[config.mk]
export PLATFORM = sky130hd
export DESIGN_NAME = wprot_ctrl
export DESIGN_NICKNAME = d
export VERILOG_FILES = /design/src/rtl/wprot_pkg.sv /design/src/rtl/wprot_zone.sv /design/src/rtl/wprot_wel.sv /design/src/rtl/wprot_wcycle.sv /design/src/rtl/wprot_ctrl.sv
export SDC_FILE = /design/constraint.sdc
export NUM_CORES = 1
export LEC_CHECK = 0
export BUFFER_PORTS_ARGS = -buffer_cell sky130_fd_sc_hd__buf_2
export CORE_MARGIN = 8
export CORE_UTILIZATION = 51
export DETAILED_ROUTE_END_ITERATION = 12
export GPL_ROUTABILITY_DRIVEN = 1
export PLACE_DENSITY_LB_ADDON = 0.3
export SLEW_MARGIN = 20
export SYNTH_ARGS = -nofsm -noshare
export SYNTH_HDL_FRONTEND = slang
export SYNTH_SLANG_ARGS = --single-unit
export TNS_END_PERCENT = 100
[constraint.sdc]
create_clock -name clk -period 3.6 [get_ports clk]
set_input_delay 0.72 -clock clk [delete_from_list [all_inputs] [get_ports clk]]
set_output_delay 0.72 -clock clk [all_outputs]
set_load 0.05 [all_outputs]
[src/rtl/wprot_pkg.sv]
package wprot_pkg;

    typedef enum logic {
        WK_ARRAY  = 1'b0,
        WK_STATUS = 1'b1
    } wr_kind_e;

    typedef enum logic [2:0] {
        BPZ_NONE    = 3'd0,
        BPZ_Q1      = 3'd1,
        BPZ_Q2      = 3'd2,
        BPZ_Q3      = 3'd3,
        BPZ_Q4      = 3'd4,
        BPZ_LOWHALF = 3'd5,
        BPZ_HEAD16  = 3'd6,
        BPZ_TAIL16  = 3'd7
    } bp_zone_e;

    // Writable part of the status byte
    typedef struct packed {
        logic       wpen;
        logic [2:0] bp;
    } prot_cfg_t;

    // Read-back layout of the status byte, MSB first
    typedef struct packed {
        logic       wpen;
        logic [1:0] ones;
        logic [2:0] bp;
        logic       wel;
        logic       rdy;
    } stat_word_t;

    localparam int SMALL_BLK = 16;

    function automatic stat_word_t pack_status(prot_cfg_t c, logic wel, logic rdy);
        stat_word_t s;
        s.wpen = c.wpen;
        s.ones = 2'b11;
        s.bp   = c.bp;
        s.wel  = wel;
        s.rdy  = rdy;
        return s;
    endfunction

    function automatic prot_cfg_t take_cfg(logic [7:0] d);
        prot_cfg_t c;
        c.wpen = d[7];
        c.bp   = d[4:2];
        return c;
    endfunction

endpackage

[src/rtl/wprot_zone.sv]
module wprot_zone
    import wprot_pkg::*;
#(
    parameter int AW = 8
) (
    input  bp_zone_e        zone,
    input  logic [AW-1:0]   addr,
    output logic            hit
);
    localparam int LOWB = $clog2(SMALL_BLK);

    logic [3:0] qhit;
    logic       head;
    logic       tail;
    logic       unused_low;

    for (genvar q = 0; q < 4; q++) begin : g_quarter
        assign qhit[q] = (addr[AW-1:AW-2] == 2'(q));
    end

    assign head       = (addr[AW-1:LOWB] == '0);
    assign tail       = &addr[AW-1:LOWB];
    assign unused_low = ^addr[LOWB-1:0];

    always_comb begin
        case (zone)
            BPZ_NONE:    hit = 1'b0;
            BPZ_Q1:      hit = qhit[0];
            BPZ_Q2:      hit = qhit[1];
            BPZ_Q3:      hit = qhit[2];
            BPZ_Q4:      hit = qhit[3];
            BPZ_LOWHALF: hit = !addr[AW-1];
            BPZ_HEAD16:  hit = head;
            BPZ_TAIL16:  hit = tail;
            default:     hit = 1'b1;
        endcase
    end

endmodule

[src/rtl/wprot_wel.sv]
module wprot_wel (
    input  logic clk,
    input  logic rst,
    input  logic set_p,
    input  logic clr_p,
    input  logic busy,
    input  logic done,
    output logic wel
);
    always_ff @(posedge clk) begin
        if (rst) begin
            wel <= 1'b0;
        end else if (done || clr_p) begin
            wel <= 1'b0;
        end else if (set_p && !busy) begin
            wel <= 1'b1;
        end
    end
endmodule

[src/rtl/wprot_wcycle.sv]
module wprot_wcycle
    import wprot_pkg::*;
#(
    parameter int WCYC = 6
) (
    input  logic      clk,
    input  logic      rst,
    input  logic      cs_n,
    input  logic      wp_n,
    input  logic      lock_en,
    input  logic      accept,
    input  wr_kind_e  acc_kind,
    input  prot_cfg_t acc_cfg,
    output logic      armed,
    output logic      busy,
    output logic      done,
    output wr_kind_e  done_kind,
    output prot_cfg_t held_cfg,
    output logic      abort_p
);
    localparam int CW = $clog2(WCYC + 1);

    logic [CW-1:0] cnt;
    logic          cs_q;
    logic          wp_q;
    wr_kind_e      kind_q;
    logic          cs_rise;
    logic          wp_fall;
    logic          kill;
    logic          launch;

    assign cs_rise   = cs_n && !cs_q;
    assign wp_fall   = !wp_n && wp_q;
    // cancel needs chip select still low, so it never meets a launch
    assign kill      = armed && (kind_q == WK_STATUS) && !cs_n && lock_en && wp_fall;
    assign launch    = armed && cs_rise;
    assign done      = busy && (cnt == '0);
    assign done_kind = kind_q;

    always_ff @(posedge clk) begin
        if (rst) begin
            cs_q     <= 1'b1;
            wp_q     <= 1'b1;
            armed    <= 1'b0;
            busy     <= 1'b0;
            cnt      <= '0;
            kind_q   <= WK_ARRAY;
            held_cfg <= '0;
            abort_p  <= 1'b0;
        end else begin
            cs_q    <= cs_n;
            wp_q    <= wp_n;
            abort_p <= kill;

            if (accept) begin
                armed    <= 1'b1;
                kind_q   <= acc_kind;
                held_cfg <= acc_cfg;
            end else if (kill || launch) begin
                armed <= 1'b0;
            end

            if (launch) begin
                busy <= 1'b1;
                cnt  <= CW'(WCYC - 1);
            end else if (done) begin
                busy <= 1'b0;
            end else if (busy) begin
                cnt <= cnt - 1'b1;
            end
        end
    end
endmodule

[src/rtl/wprot_ctrl.sv]
module wprot_ctrl
    import wprot_pkg::*;
#(
    parameter int AW   = 8,
    parameter int WCYC = 6
) (
    input  logic          clk,
    input  logic          rst,
    input  logic          cs_n,
    input  logic          wp_n,
    input  logic          wel_set,
    input  logic          wel_clr,
    input  logic          wr_req,
    input  logic          wr_to_status,
    input  logic [AW-1:0] wr_addr,
    input  logic [7:0]    wr_data,
    output logic          arr_ok,
    output logic          sts_ok,
    output logic          sts_abort,
    output logic [7:0]    status_q
);
    prot_cfg_t cfg_q;
    prot_cfg_t held_cfg;
    wr_kind_e  req_kind;
    wr_kind_e  done_kind;
    logic      wel;
    logic      armed;
    logic      busy;
    logic      done;
    logic      hit;
    logic      accept;
    logic      unused_data;

    assign req_kind    = wr_to_status ? WK_STATUS : WK_ARRAY;
    assign unused_data = ^{wr_data[6:5], wr_data[1:0]};

    wprot_zone #(.AW(AW)) zone_i (
        .zone (bp_zone_e'(cfg_q.bp)),
        .addr (wr_addr),
        .hit  (hit)
    );

    assign arr_ok = wel && !hit;
    assign sts_ok = wel && (!cfg_q.wpen || wp_n);
    assign accept = wr_req && !armed && !busy &&
                    ((req_kind == WK_STATUS) ? sts_ok : arr_ok);

    wprot_wel wel_i (
        .clk   (clk),
        .rst   (rst),
        .set_p (wel_set),
        .clr_p (wel_clr),
        .busy  (busy),
        .done  (done),
        .wel   (wel)
    );

    wprot_wcycle #(.WCYC(WCYC)) cyc_i (
        .clk       (clk),
        .rst       (rst),
        .cs_n      (cs_n),
        .wp_n      (wp_n),
        .lock_en   (cfg_q.wpen),
        .accept    (accept),
        .acc_kind  (req_kind),
        .acc_cfg   (take_cfg(wr_data)),
        .armed     (armed),
        .busy      (busy),
        .done      (done),
        .done_kind (done_kind),
        .held_cfg  (held_cfg),
        .abort_p   (sts_abort)
    );

    always_ff @(posedge clk) begin
        if (rst) begin
            cfg_q <= '0;
        end else if (done && (done_kind == WK_STATUS)) begin
            cfg_q <= held_cfg;
        end
    end

    assign status_q = pack_status(cfg_q, wel, busy);

endmodule

# Yosys cells after proc, flatten, opt, wreduce, memory -nomap -nowiden
# Index checks and enable logic that the tools add are counted.
[totals]
reg_bits = 18
latch_bits = 0
mem_bits_rw = 0
rom_bits = 0
inputBits = 24
out_inout_bits = 11
wordCells = 74
memories = 0
[op_classes]
n_addsub = 1
multipliers = 0
div_mod_pow = 0
order_cmp = 0
n_eq_ne = 11
shift = 0
muxes = 10
bitwise_logic = 1
n_reduce_logical = 38
[ops]
columns = ["cell", "count"]
rows = [
  ["$logic_and 1x1->1", 15],
  ["$eq 3x3->1 const B", 4],
  ["$mux 3", 3],
  ["$logic_not 1->1", 8],
  ["$pmux 1 s8", 1],
  ["$eq 3x2->1 const B", 2],
  ["$logic_not 3->1", 2],
  ["$mux 1", 6],
  ["$reduce_bool 2->1", 3],
  ["$eq 2x2->1 const B", 2],
  ["$logic_not 4->1", 1],
  ["$reduce_and 2->1", 2],
  ["$reduce_and 4->1", 1],
  ["$reduce_or 2->1", 2],
  ["$eq 3x1->1 const B", 1],
  ["$logic_or 1x1->1", 3],
  ["$sub 3x1->3 const B", 1],
  ["$eq 2x1->1 const B", 1],
  ["$logic_not 2->1", 1],
  ["$ne 2x1->1 const B", 1],
  ["$not 1->1", 1],
]

# Depth between registers and ports, before layout
[depth]
ltp_word = 7
mapped_depth = 7
ltp_nobuf = 7

# Hierarchy
# Synthesis repeated with hierarchy kept, for this count alone.
[unflattened]
cells_unflattened = 95
area_unflattened_um2 = 905.9
[modules_own_cells]
columns = ["module", "instances", "cells_per_inst", "area_per_inst_um2", "seq_area_each_um2"]
rows = [
  ["wprot_wcycle", 1, 50, 520.5, 260.2],
  ["wprot_ctrl", 1, 29, 254.0, 80.1],
  ["wprot_zone", 1, 12, 87.6, 0.0],
  ["wprot_wel", 1, 4, 43.8, 20.0],
]

# Least setup slack after synthesis
# Ideal clock, no wire load.
[synth_path]
path_kind = "register -> output"
from = "register cfg_q, in the netlist status_q[2]"
to = "output arr_ok"
arrival_time_ns = 2.418
t_required_ns = 2.880
slack_ns = 0.462
path_stages_with_launch = 5
path_buffers = 0
cell_sequence = "dfxtp_1 and4b_1 a211o_1 and2_2 nor3_1"
[synth_between]
elab_chain_cells = 4
word_cells_on_any_way = 11
cone_classes = "7 x eq/ne; 1 x mux; 3 x reduce/logical"
[synth_lines]
columns = ["item", "line_no", "source"]
rows = [
  ["start, declared", "wprot_ctrl.sv:22", "prot_cfg_t cfg_q;"],
  ["start signal, assigned", "wprot_ctrl.sv:79", "cfg_q <= held_cfg;"],
  ["$eq 3x3->1 (tied with other cells)", "wprot_zone.sv:26", "case (zone)"],
  ["$pmux 1 s8 *", "wprot_zone.sv:26", ""],
  ["$logic_not 1->1 *", "wprot_ctrl.sv:43", "assign arr_ok = wel && !hit;"],
  ["$logic_and 1x1->1 *", "wprot_ctrl.sv:43", ""],
  ["end, declared", "wprot_ctrl.sv:17", "output logic arr_ok,"],
]
# Every way passes the cells marked *; elsewhere a longest branch is shown, timed or not.

# Worst setup path in the final report
[layout_path]
from = "input wr_addr[7]"
to = "output arr_ok"
[layout_between]
elab_chain_cells = 4
word_cells_on_any_way = 10
cone_classes = "3 x eq/ne; 1 x mux; 6 x reduce/logical"
[layout_lines]
columns = ["item", "line_no", "source"]
rows = [
  ["start, declared", "wprot_ctrl.sv:15", "input logic [AW-1:0] wr_addr,"],
  ["$reduce_and 4->1 (tied with other cells)", "wprot_zone.sv:22", "assign tail = &addr[AW-1:LOWB];"],
  ["$pmux 1 s8 *", "wprot_zone.sv:26", ""],
  ["$logic_not 1->1 *", "wprot_ctrl.sv:43", ""],
  ["$logic_and 1x1->1 *", "wprot_ctrl.sv:43", ""],
]
# Marked as above.

==> results.ini <==
[outcome]
status = finished, final reports clean

[cts]
cts_num_sinks = 18
postCtsHoldBufs = 0
buffers_inserted_by_post_cts_timing_repair = 0
clk_pin_slew_worst_paths_ps = 100
ctsHtreeMaxLevel = 1
numCtsBuffers = 3
clock_latency_ps = 290
cts_tree = built
clock_tree.buffer_depth = 2
clock_root_buffer_master = sky130_fd_sc_hd__clkbuf_4
ctsResizeCount = 0

[synth]
async_reset_ff_frac = 0
synth_sequential_area_ratio = 0.387
synthesis.instances = 103
synth_top_flop_cell = sky130_fd_sc_hd__dfxtp_1
synth.yosys.warnings = 0
number_of_flops_mapped_to_enable_cells_by_yosys = 0
post_synth_num_cell_types = 31
synth_area_um2 = 932
postSynthRegisterBits = 18
syn-mean-instance-area_um2 = 9.05

[final_layout]
utilization = 0.625
areaGrowthSynthToFinish_pct = 15.7
layout-drive-gt1-share = 0.264
finish.net_count = 152
mostFrequentLayoutCell = sky130_fd_sc_hd__buf_2
final_cell_mix = 24 x sky130_fd_sc_hd__buf_2, 18 x sky130_fd_sc_hd__dfxtp_1, 10 x sky130_fd_sc_hd__nand2b_1
antenna_cells = 0

[worst_setup_path]
critPathMaxStageDelay_ps = 290
cp_slowest_cell = sky130_fd_sc_hd__buf_2
cp-end-kind = output port
ff2ff_path_depth = 5
startpoint_type = input pin
critical_path_maximum_fanout = 6
cp.arrival_ps = 1910
sum_of_buffers_and_inverters_on_the_critical_path = 2
crit_chain = buf_2 -> and3b_1 -> a211o_1 -> and2_2 -> nor3_1 -> buf_2
endpoint_of_the_lowest_slack_register_to_register_path = cyc_i.held_cfg[3]
worstPathRequired_ps = 2880
critPathKind = input pin to output port
rrSetupSlack_ps = 1810
r2r-start = status_q[2]
critical_path.top_delay_family = simple AND/OR/NAND/NOR gates
cp_common_cell = sky130_fd_sc_hd__buf_2

[global_route]
track_usage = 0.105
grt_first_pass_wirelength_mm = 2.85
antenna_found_initial = 0
globalRoute.totalOverflow = 0
via_count_of_the_first_global_routing_pass = 703
grt_start_max_net_pins = 23

[place]
pre_cts_slack_ps = 971
dp_hpwl_mm = 1.40
gp_routability_congestion = 0.695
port_buffers = 24

[die]
rows = 15
floorplan.die_area_mm2 = 0.00345
fp.coreArea_mm2 = 0.00173
top_level_ports = 35
initial_core_utilization = 0.540
die_h_um = 58.8
die_width_um = 58.8

[sta]
max-slew-margin-rel = 0.656
grt_setup_unrepaired = no
timing.final.hold_violations = 0
final-max-slew-violation-count = 0
final.min_clock_period_ps = 2630
final.setup.worst_slack_ps = 971
report.final.setup_viol = 0
fin_worst_skew_ps = 5.02
timing.setup.tns_ps = 0
worst_slew_pin_slew_ps = 515
achievable-frequency_mhz = 380
period_share = 0.730

[route]
wl_per_cell_um = 11.7
drc = 0
drtPass1Iterations = 4
route.detailed.vias_per_inst = 5.04
detailroute.via_count = 756
totalWireLength_mm = 1.76
antenna_left = 0
drt_iter0_drc = 9

[worst_hold_path]
whs_path_depth = 2
hold_path_class = flop to flop
timing.hold.worst_endpoint = cyc_i.held_cfg[2]
hold_start = cyc_i.held_cfg[2]

[power_and_ir_drop]
irDropWorstVdd_uv = 257
leak_nw = 0.477
pwr_density_cell_mw_per_mm2 = 342

[flow_run]
maxCapViolations = 0

==> cell usage after synthesis (2+ instances only) <==
cell,instances,area [um2]
sky130_fd_sc_hd__a21oi_1,5,25.0
sky130_fd_sc_hd__a311oi_1,2,17.5
sky130_fd_sc_hd__and3_1,2,12.5
sky130_fd_sc_hd__buf_4,5,37.5
sky130_fd_sc_hd__clkbuf_1,2,7.51
sky130_fd_sc_hd__dfxtp_1,18,360
sky130_fd_sc_hd__ha_1,2,25.0
sky130_fd_sc_hd__inv_1,6,22.5
sky130_fd_sc_hd__mux2i_1,8,80.1
sky130_fd_sc_hd__nand2_1,5,18.8
sky130_fd_sc_hd__nand2b_1,10,62.6
sky130_fd_sc_hd__nand3_1,2,10.0
sky130_fd_sc_hd__nor2_1,8,30.0
sky130_fd_sc_hd__nor2b_1,5,31.3
sky130_fd_sc_hd__nor3_1,3,15.0
sky130_fd_sc_hd__nor3b_1,3,22.5
sky130_fd_sc_hd__o21ai_0,2,10.0
sky130_fd_sc_hd__or2_2,2,12.5
==> routing by layer <==
layer,vias to the layer above,global-route usage,share of wire
li1,395,-,-
met1,340,0.112,0.43
met2,16,0.164,0.47
met3,5,0.0413,0.068
met4,0,0.0819,0.027
met5,-,0,0
==> final cells by class <==
type                            instances  area [um2]
Multi-Input combinational cell         73         508
Fill cell                             172         648
Clock buffer                            4        36.3
Timing Repair Buffer                   24         120
Sequential cell                        18         360
Inverter                                6        22.5
Tap cell                               25        31.3
==> cells by family after synthesis <==
family / Yosys count / synth area share
DFF: 18 / 0.387
xor gates and xnor gates: 1 / 0.00940
adders and majority gates: 2 / 0.0268
muxes: 8 / 0.0859
buffers and inverters: 13 / 0.0725
and+or+nand+nor: 46 / 0.283
AOI/OAI and AO/OA: 14 / 0.132
other: 1 / 0.00402
==> state kept, by name, summed over array words and instances, names as in the netlist <==
name,cells
wel_i.wel,1
cyc_i.done_kind,1
cyc_i.held_cfg,4
cyc_i.cs_q,1
cyc_i.armed,1
cyc_i.abort_p,1
cyc_i.busy,1
status_q,4
cyc_i.cnt,3
cyc_i.wp_q,1
==> worst max-delay path by stage <==
stage / endpoint / slack [ps] / startpoint / cells after the start
finish: arr_ok / 970 / wr_addr[7] / 6
global route: arr_ok / 890 / wr_addr[7] / 6
CTS: arr_ok / 970 / wr_addr[7] / 6
detailed placement: arr_ok / 970 / wr_addr[7] / 6
global placement: arr_ok / 990 / wr_addr[7] / 6
floorplan: arr_ok / 460 / status_q[2] / 4
==> stage by stage <==
stage               std cells  instance area (um2)  hold slack, ps  total power, mW
finish                    150                 1080             480            0.369
global route              150                 1080             510            0.382
CTS                       150                 1080             486            0.374
detailed placement        146                 1040             469            0.251
global placement          146                 1040             458            0.250
floorplan                 104                  936             448            0.239
==> power by group <==
group	switching [mW]	leakage [nW]	total, mW	internal [mW]
sequential	0.00218	0.146	0.205	0.203
clock	0.0617	0.0210	0.123	0.0617
combinational	0.0247	0.310	0.0409	0.0162
total	0.0885	0.477	0.369	0.281
==> worst register-to-register path, cell delays in order (launching register included) <==
cell and delay [ps]:
sky130_fd_sc_hd__dfxtp_1 460, sky130_fd_sc_hd__and4b_1 230, sky130_fd_sc_hd__a211o_1 230, sky130_fd_sc_hd__nor3b_1 160, sky130_fd_sc_hd__a2111oi_4 410, sky130_fd_sc_hd__mux2i_1 230
(Power assumes the default switching activity.)
